===== src/rtl/sw_pkg.sv =====
package sw_pkg;

    localparam int HOURS_W       = 4;
    localparam int MINS_W        = 6;
    localparam int SECS_W        = 6;
    localparam int SECS_PER_MIN  = 60;
    localparam int MINS_PER_HOUR = 60;
    localparam int HOURS_WRAP    = 1 << HOURS_W;
    localparam int DEFAULT_TICKS = 100;

    typedef struct packed {
        logic [HOURS_W-1:0] hours;
        logic [MINS_W-1:0]  minutes;
        logic [SECS_W-1:0]  seconds;
    } elapsed_t;

endpackage


===== src/rtl/sw_wrap_counter.sv =====
module sw_wrap_counter #(
    parameter int WIDTH   = 4,
    parameter int MODULUS = 16
) (
    input  logic             clk_i,
    input  logic             rst_i,
    input  logic             clr_i,
    input  logic             inc_i,
    output logic [WIDTH-1:0] value_o
);
    localparam logic [WIDTH-1:0] LAST = WIDTH'(MODULUS - 1);

    typedef struct packed {
        logic [WIDTH-1:0] value;
    } cnt_t;

    cnt_t cnt_d, cnt_q;

    always_comb begin
        cnt_d = cnt_q;
        if (clr_i) begin
            cnt_d.value = '0;
        end else if (inc_i) begin
            if (cnt_q.value == LAST) begin
                cnt_d.value = '0;
            end else begin
                cnt_d.value = cnt_q.value + 1'b1;
            end
        end
    end

    always_ff @(posedge clk_i or posedge rst_i) begin
        if (rst_i) begin
            cnt_q <= '0;
        end else begin
            cnt_q <= cnt_d;
        end
    end

    assign value_o = cnt_q.value;

endmodule


===== src/rtl/sw_run_ctrl.sv =====
module sw_run_ctrl (
    input  logic clk_i,
    input  logic rst_i,
    input  logic start_i,
    input  logic stop_i,
    output logic run_d_o,
    output logic run_q_o
);
    typedef struct packed {
        logic running;
    } ctl_t;

    ctl_t ctl_d, ctl_q;

    // Stop outranks start; each acts only against the opposite state.
    always_comb begin
        ctl_d = ctl_q;
        if (ctl_q.running) begin
            if (stop_i) begin
                ctl_d.running = 1'b0;
            end
        end else begin
            if (start_i && !stop_i) begin
                ctl_d.running = 1'b1;
            end
        end
    end

    always_ff @(posedge clk_i or posedge rst_i) begin
        if (rst_i) begin
            ctl_q <= '0;
        end else begin
            ctl_q <= ctl_d;
        end
    end

    assign run_d_o = ctl_d.running;
    assign run_q_o = ctl_q.running;

endmodule


===== src/rtl/sw_time_chain.sv =====
module sw_time_chain
    import sw_pkg::*;
#(
    parameter int TICKS_PER_SEC = DEFAULT_TICKS
) (
    input  logic     clk_i,
    input  logic     rst_i,
    input  logic     clr_i,
    input  logic     adv_i,
    output elapsed_t time_o
);
    localparam int FRAC_W = (TICKS_PER_SEC > 1) ? $clog2(TICKS_PER_SEC) : 1;
    localparam logic [FRAC_W-1:0] FRAC_LAST = FRAC_W'(TICKS_PER_SEC - 1);
    localparam logic [SECS_W-1:0] SEC_LAST  = SECS_W'(SECS_PER_MIN - 1);
    localparam logic [MINS_W-1:0] MIN_LAST  = MINS_W'(MINS_PER_HOUR - 1);

    logic [FRAC_W-1:0]  frac;
    logic [SECS_W-1:0]  secs;
    logic [MINS_W-1:0]  mins;
    logic [HOURS_W-1:0] hrs;
    logic               sec_inc, min_inc, hr_inc;

    assign sec_inc = adv_i   && (frac == FRAC_LAST);
    assign min_inc = sec_inc && (secs == SEC_LAST);
    assign hr_inc  = min_inc && (mins == MIN_LAST);

    sw_wrap_counter #(.WIDTH(FRAC_W), .MODULUS(TICKS_PER_SEC)) u_frac (
        .clk_i(clk_i), .rst_i(rst_i), .clr_i(clr_i), .inc_i(adv_i), .value_o(frac)
    );

    sw_wrap_counter #(.WIDTH(SECS_W), .MODULUS(SECS_PER_MIN)) u_secs (
        .clk_i(clk_i), .rst_i(rst_i), .clr_i(clr_i), .inc_i(sec_inc), .value_o(secs)
    );

    sw_wrap_counter #(.WIDTH(MINS_W), .MODULUS(MINS_PER_HOUR)) u_mins (
        .clk_i(clk_i), .rst_i(rst_i), .clr_i(clr_i), .inc_i(min_inc), .value_o(mins)
    );

    sw_wrap_counter #(.WIDTH(HOURS_W), .MODULUS(HOURS_WRAP)) u_hrs (
        .clk_i(clk_i), .rst_i(rst_i), .clr_i(clr_i), .inc_i(hr_inc), .value_o(hrs)
    );

    always_comb begin
        time_o.hours   = hrs;
        time_o.minutes = mins;
        time_o.seconds = secs;
    end

endmodule


===== src/rtl/stopwatch_core.sv =====
module stopwatch_core
    import sw_pkg::*;
#(
    parameter int TICKS_PER_SEC = DEFAULT_TICKS
) (
    input  logic               clk_i,
    input  logic               rst_i,
    input  logic               tick_i,
    input  logic               start_i,
    input  logic               stop_i,
    input  logic               clear_i,
    output logic [HOURS_W-1:0] hours_o,
    output logic [MINS_W-1:0]  minutes_o,
    output logic [SECS_W-1:0]  seconds_o,
    output logic               running_o
);
    logic     run_d, run_q, advance;
    elapsed_t elapsed;

    sw_run_ctrl u_ctrl (
        .clk_i   (clk_i),
        .rst_i   (rst_i),
        .start_i (start_i),
        .stop_i  (stop_i),
        .run_d_o (run_d),
        .run_q_o (run_q)
    );

    // Clear outranks counting; the run decision of this cycle gates the tick.
    assign advance = tick_i && run_d && !clear_i;

    sw_time_chain #(.TICKS_PER_SEC(TICKS_PER_SEC)) u_chain (
        .clk_i  (clk_i),
        .rst_i  (rst_i),
        .clr_i  (clear_i),
        .adv_i  (advance),
        .time_o (elapsed)
    );

    assign hours_o   = elapsed.hours;
    assign minutes_o = elapsed.minutes;
    assign seconds_o = elapsed.seconds;
    assign running_o = run_q;

endmodule


===== config.mk =====
export PLATFORM = sky130hd
export DESIGN_NAME = stopwatch_core
export DESIGN_NICKNAME = d
export VERILOG_FILES = /design/src/rtl/sw_pkg.sv /design/src/rtl/sw_wrap_counter.sv /design/src/rtl/sw_run_ctrl.sv /design/src/rtl/sw_time_chain.sv /design/src/rtl/stopwatch_core.sv
export SDC_FILE = /design/constraint.sdc
export NUM_CORES = 1
export LEC_CHECK = 0
export ABC_AREA = 1
export CAP_MARGIN = 10
export CORE_MARGIN = 2
export CORE_UTILIZATION = 62
export DETAILED_ROUTE_END_ITERATION = 10
export DONT_BUFFER_PORTS = 1
export PLACE_DENSITY = 0.87
export SLEW_MARGIN = 10
export SYNTH_ARGS = -nofsm -noshare
export SYNTH_HDL_FRONTEND = slang
export SYNTH_HIERARCHICAL = 1
export SYNTH_SLANG_ARGS = --single-unit

===== constraint.sdc =====
create_clock -name clk_i -period 1.9 [get_ports clk_i]
set_input_delay 0.095 -clock clk_i [delete_from_list [all_inputs] [get_ports clk_i]]
set_output_delay 0.095 -clock clk_i [all_outputs]
set_load 0.1 [all_outputs]

==> flow_summary_export.csv, run 1 <==
group,metric,value,unit
cells_and_area,fill_cells,174,
yosys,synth.distinct_cells,22,
power_and_ir_drop,p_per_area,469,mW/mm²
run_status,violations,"setup timing",
power_and_ir_drop,internal_power,0.655,mW
routing,via_per_inst,5.27,
cells_and_area,area_delta_synth_final,20.9,%
critical_path,slowest_delay,450,ps
routing,drt-total-wl,3650,µm
clock_tree,cts_tree,"built",
global_route,antenna_found_initial,0,
yosys,synth_xor_area_share,1.14,%
critical_path,criticalPathCategory,"register to register",
global_route,grt-ovfl-total,0,
power_and_ir_drop,power_frac_seq,59.4,%
clock_tree,worstSkewPairLatency,320,ps
global_route,grt_pass1_wl,5340,µm
yosys,avgSynthCellArea,7.18,µm²
clock_tree,max-clock-path-buffers,2,
power_and_ir_drop,netSwitchingFraction,24.8,%
die,dieArea,0.00289,mm²
timing,fin_crit_sh,100,%
yosys,synth-seq-area-share,39.1,%
power_and_ir_drop,vdd_drop_max,0.347,mV
run_status,status,"complete, but fails checks",
critical_path,crit_chain,"nor2_4, nor2_2, nand2_2, nor2_4, nand2_2, inv_2, nand2_2, nor2_4, nand2_4, inv_4, nor2_4, inv_2, nand2_1, nand2_1, o21ai_0, nor2_1",
critical_path,crit_family,"simple AND/OR/NAND/NOR gates",
die,rows,18,
critical_path,cp_common_cell,"nor2_4",
clock_tree,htree_levels,1,
routing,dr_total_vias,1434,
cells_and_area,final_nets,253,
min_path,min_path_type,"input pin to register",
routing,ant_nets,0,
critical_path,cpMaxStageDelayCell,"dfrtp_4",
yosys,synth_compound_area_share,6.11,%
power_and_ir_drop,switching_power,0.216,mW
global_route,gr-usage-all-layers,25.9,%
timing,hold_viol_final,0,
timing,rsz0062_at_grt,"true",
yosys,synth-simple-area-share,40.1,%
yosys,ys_seq_elements,24,
critical_path,crit_buf_inv,3,
yosys,synthesis.area,0.00154,mm²
cells_and_area,final_util,77.1,%
yosys,synth_nets,224,
cells_and_area,regArea,606,µm²
power_and_ir_drop,clockPowerShare,31.2,%
placement,port_buffers,0,
clock_tree,clockRootBuffer,"clkbuf_4",
power_and_ir_drop,power.leakage,0.977,nW
routing,first_pass_iters,4,
critical_path,crit_fanout,7,
cells_and_area,antenna_cells,0,
global_route,grt_pass1_vias,1303,
clock_tree,cts_buffers,3,
critical_path,critPathRequiredTime,2160,ps
die,initial_core_util,63.8,%
critical_path,endpoint_kind,"register",
timing,tightest_slew,511,ps
placement,place_area,0.00172,mm²
routing,post-route-drc-count,0,
timing,clock.fmax,524,MHz
cells_and_area,drive_gt1_share,28.1,%
routing,avgRoutedWirePerCell,13.4,µm
flow_run,maxCapViolCount,0,
placement,dpl_worst_slack,91.3,ps
die,core_area,0.00241,mm²
clock_tree,hold_buffers,4,
timing,maxSlewViolCount,0,
die,die_h,53.8,µm
timing,fin_crit,1910,ps
yosys,ys_warn_count,6,
clock_tree,cts_sinks,24,
yosys,synthCells,214,
yosys,synth_top_family_by_area,"simple AND/OR/NAND/NOR gates",
routing,drtIter0Drc,34,
power_and_ir_drop,p_comb_share,9.5,%
cells_and_area,multiInputGateArea,828,µm²
critical_path,cp.arrival,2170,ps
placement,dpl.hpwl,2530,µm
die,pin_count,23,
yosys,synth.area.mux_share,0,%
critical_path,crit_path_start_kind,"register",
yosys,synth_fa_ha_area_share,3.26,%
timing,skew,10.2,ps
placement,finalWeightedCongestion,0.850,
timing,setup-violations-final,1,
timing,max_slew_margin,65.8,%
global_route,grt_max_degree,14,
die,die_w,53.8,µm
timing,worst_slack,-7.61,ps
timing,whs,11.8,ps
clock_tree,clk_pin_slew,140,ps
cells_and_area,finalInstanceArea,0.00186,mm²
[placed cells by master, fill, tap and decap left out, drive strengths merged, types with 2 or more instances in the layout]
master,netlist,layout
o21ai,5,5
nor2,49,49
inv,42,42
a21oi,2,2
nand3,20,20
o21bai,4,4
clkbuf,0,4
ha,4,4
dfrtp,24,24
a22o,3,3
dlygate4sd3,0,4
nand2,54,54
buf,0,20
nand4,4,4
[power by group through the flow]
stage / Combinational (mW) / Clock [mW] / Sequential [mW]
6_report: 0.0825 / 0.272 / 0.517
4_1_cts: 0.0735 / 0.277 / 0.517
2_1_floorplan: 0.0381 / 0 / 0.537
5_1_grt: 0.0884 / 0.301 / 0.518
3_3_place_gp: 0.0594 / 0 / 0.526
3_5_place_dp: 0.0611 / 0 / 0.526
[state kept, by name (all words and copies together) (netlist names)]
| signal | count |
|---|---|
| u_chain/u_frac/value_o | 7 |
| u_chain/u_hrs/value_o | 4 |
| u_chain/u_mins/value_o | 6 |
| u_chain/u_secs/value_o | 6 |
| u_ctrl/run_q_o | 1 |
[per-layer routing]
metal	wire length (µm)	global-route usage, %	share of wire [%]
met1	1510	31.4	41
met2	1860	42.7	51
met3	214	6.67	5.9
met4	73	12.4	2.0
met5	0	0	0
[worst min-delay path, delay by kind of cell]
family                 cells  cell delay (ps)
buffers and inverters      1               60
AND/OR/NAND/NOR            4              160
[per-stage QoR]
stage / std cells / total power [mW] / setup TNS [ps]
4_1_cts: 269 / 0.867 / 0
3_3_place_gp: 261 / 0.585 / 0
2_1_floorplan: 214 / 0.575 / -67.0
3_5_place_dp: 261 / 0.587 / 0
6_report: 272 / 0.871 / -7.61
5_1_grt: 272 / 0.908 / -665
[path summary, 6_finish.rpt]
path | startpoint | to | slack (ps) | cells past startpoint
min in group asynchronous | rst_i | u_ctrl/run_q_o | 140 | 2
max in group asynchronous | rst_i | u_chain/u_frac/value_o[0] | 1410 | 2
max | u_ctrl/run_q_o | u_chain/u_mins/value_o[2] | -8 | 16
min reg2reg | u_chain/u_frac/value_o[6] | u_chain/u_frac/value_o[6] | 600 | 2
min | clear_i | u_chain/u_mins/value_o[5] | 10 | 5
max reg2reg | u_ctrl/run_q_o | u_chain/u_mins/value_o[2] | -8 | 16
[cell families (layout without fill, tap and decap cells)]
group                    Yosys count  in the layout
AO/OA/AOI/OAI                     14             14
XOR/XNOR                           2              2
adder cells (fa/ha/maj)            4              4
buffers and inverters             42             70
flip-flops                        24             24
AND/OR/NAND/NOR                  128            128
[Yosys cell counts (all sizes together)]
cell type / instances / area share, %
nand2: 54 / 14
nor2: 49 / 16
inv: 42 / 10
dfrtp: 24 / 39
nand3: 20 / 7.8
o21ai: 5 / 1.6
ha: 4 / 3.3
nand4: 4 / 1.6
o21bai: 4 / 2.0
a22o: 3 / 1.9
a21oi: 2 / 0.65
nor3: 1 / 0.33
xnor2: 1 / 0.57
xor2: 1 / 0.57
[final cells by class]
| class | instances | share of cell area (%) |
|---|---|---|
| clock buffers | 4 | 1.95 |
| well taps | 30 | 2.02 |
| multi-input cells | 148 | 44.6 |
| repair buffers | 24 | 10.2 |
| flip-flops and latches | 24 | 32.6 |
| inverters | 42 | 8.62 |
[repair_timing]
item | in CTS | in global routing
buffers inserted | 0 | 3
setup endpoints to repair | 0 | 10
resized for setup | 0 | 13
hold endpoints to repair | 35 | 1
No activity file was read; power rests on OpenSTA's default activity.
==> inputs of run 2 (changes only) <==
- MAX_ROUTING_LAYER: not set -> met4
- PLACE_DENSITY: 0.87 -> 0.78
==> run 2 against run 1 <==
Against the previous run: the flow still finishes with violations (setup timing); sequential power hardly changed; register-to-register slack worse by 40 ps; first-iteration DRC count is 44% higher; critical path depth stayed put; non-clock buffer count is 2 lower; global-route usage is 0.54 points lower; clock power is 38% higher; combinational power is 2% lower; setup slack worse by 36 ps; highest routed layer unchanged.
==> flow_summary_export.csv, run 2 (synthesis gave the netlist of run 1 again) <==
group,metric,value,unit
power_and_ir_drop,switching_power,0.224,mW
cells_and_area,largest_reg_flops,7,
clock_tree,cts_tree,"built",
run_status,status,"complete, but fails checks",
routing,wl_met1,1510,µm
cells_and_area,layout_common_cells,"nand2_1, inv_1, nor2_1, dfrtp_1, buf_4",
placement,dpl.cell_count,261,
cells_and_area,final_common_cell,"nand2_1",
critical_path,cp.arrival,2200,ps
flow_run,maxCapViolCount,0,
routing,avgRoutedWirePerCell,13.0,µm
routing,top_layer,"met4",
critical_path,crit_path_start_kind,"register",
routing,post-route-drc-count,0,
critical_path,cp_common_cell,"nor2_4",
clock_tree,cts_sinks,24,
routing,first_pass_iters,4,
cells_and_area,final_nets,251,
clock_tree,clockRootBuffer,"clkbuf_4",
power_and_ir_drop,netSwitchingFraction,23.0,%
clock_tree,hold_buffers,4,
timing,whs,18.6,ps
min_path,min_path_type,"input pin to register",
global_route,grt_pass1_vias,1255,
cells_and_area,drive_gt1_share,28.3,%
timing,hold_viol_final,0,
routing,wl_met3,121,µm
clock_tree,max-clock-path-buffers,2,
routing,drtIter0Drc,49,
timing,max_slew_margin,56.8,%
power_and_ir_drop,p_comb_share,8.3,%
critical_path,crit_chain,"nor2_4, nor2_4, nand2_2, nor2_4, nand2_1, inv_1, nand2_2, nor2_4, nand2_4, inv_4, inv_2, nor2_2, inv_1, nor2_2, nor2_1, nor2_1",
critical_path,cpMaxStageDelayCell,"dfrtp_4",
cells_and_area,instances_no_fill,270,
critical_path,endpoint_kind,"register",
global_route,gr-usage-all-layers,25.4,%
timing,tightest_slew,646,ps
timing,rsz0062_at_grt,"true",
placement,port_buffers,0,
placement,finalWeightedCongestion,0.858,
routing,dr_total_vias,1425,
cells_and_area,area_delta_synth_final,21.7,%
clock_tree,htree_levels,1,
die,pin_count,23,
timing,fin_crit,1940,ps
die,initial_core_util,63.8,%
global_route,grt-ovfl-total,0,
power_and_ir_drop,power.leakage,0.976,nW
clock_tree,worstSkewPairLatency,320,ps
global_route,grt_max_degree,15,
timing,setup_tns,-55.3,ps
power_and_ir_drop,clockPowerShare,38.6,%
critical_path,rrSetupSlack,-40,ps
power_and_ir_drop,p_per_area,521,mW/mm²
critical_path,criticalPathCategory,"register to register",
placement,dpl.hpwl,2590,µm
global_route,antenna_found_initial,0,
die,die_h,53.8,µm
die,core_area,0.00241,mm²
critical_path,crit_fanout,5,
power_and_ir_drop,power_frac_seq,53.1,%
routing,ant_nets,0,
routing,via_per_inst,5.28,
power_and_ir_drop,internal_power,0.750,mW
run_status,violations,"setup timing",
timing,setup-violations-final,2,
cells_and_area,antenna_cells,0,
timing,fin_crit_sh,102,%
die,dieArea,0.00289,mm²
timing,maxSlewViolCount,0,
clock_tree,cts_buffers,3,
global_route,grt_pass1_wl,5150,µm
timing,skew,7.28,ps
critical_path,critPathRequiredTime,2160,ps
power_and_ir_drop,vdd_drop_max,0.427,mV
timing,clock.fmax,514,MHz
placement,dpl_worst_slack,39.4,ps
routing,route.met2.wl,1860,µm
routing,drt-total-wl,3510,µm
critical_path,slowest_delay,450,ps
timing,worst_slack,-44.0,ps
clock_tree,clk_pin_slew,140,ps
die,die_w,53.8,µm
die,rows,18,
-- run 2: cell types whose count changed in the layout (fill, tap and decap cells not counted), moves of 2 or more --
cell | previous run | this run
inv_1 | 32 | 34
nand3_1 | 16 | 14
nand3_2 | 4 | 6
inv_2 | 9 | 7
nor2_2 | 6 | 9
nor2_1 | 32 | 30
buf_4 | 20 | 18
-- run 2: worst max-delay path: cells and delay by family (launching register included) --
kind | cells | cell delay (ps)
flops | 1 | 450
simple gates | 12 | 1190
buf+inv | 4 | 240
-- run 2: repair_timing --
action,4_1_cts,5_1_grt
hold endpoints to repair,37,1
gates resized for setup,0,15
buffers inserted,0,1
setup endpoints to repair,0,10
-- run 2: stage by stage --
stage	utilization, %	cell area [µm²]	power, mW
after floorplan	-	1550	0.575
after global placement	71.3	1720	0.585
after detailed placement	71.3	1720	0.587
after CTS	75.2	1810	0.980
after global routing	77.6	1870	1.01
final	77.6	1870	0.974
-- run 2: final timing paths --
check / from / end / cells past startpoint
min in group asynchronous: rst_i / u_ctrl/run_q_o / 2
min: tick_i / u_chain/u_frac/value_o[1] / 4
min reg2reg: u_chain/u_frac/value_o[6] / u_chain/u_frac/value_o[6] / 2
max reg2reg: u_ctrl/run_q_o / u_chain/u_mins/value_o[0] / 16
max in group asynchronous: rst_i / u_chain/u_frac/value_o[5] / 2
max: u_ctrl/run_q_o / u_chain/u_mins/value_o[0] / 16
-- run 2: power by group through the flow --
stage	clock (mW)	sequential, mW	combinational (mW)
CTS	0.390	0.517	0.0740
global route	0.400	0.518	0.0872
finish	0.376	0.518	0.0809
global placement	0	0.526	0.0591
floorplan	0	0.537	0.0381
detailed placement	0	0.526	0.0607
-- run 2: metal layers --
metal  up-vias  global-route usage (%)
li1        709                       -
met1       683                    29.4
met2        31                    45.3
met3         2                    2.50
met4         0                    8.97
met5         -                       -
-- run 2: final cells by class --
type / count / area (µm²)
multi-input combinational: 148 / 840
sequential: 24 / 606
fill: 170 / 539
timing repair buffer: 22 / 175
inverter: 42 / 160
tap: 30 / 37.5
clock inverter: 1 / 30.0
clock buffer: 3 / 22.5
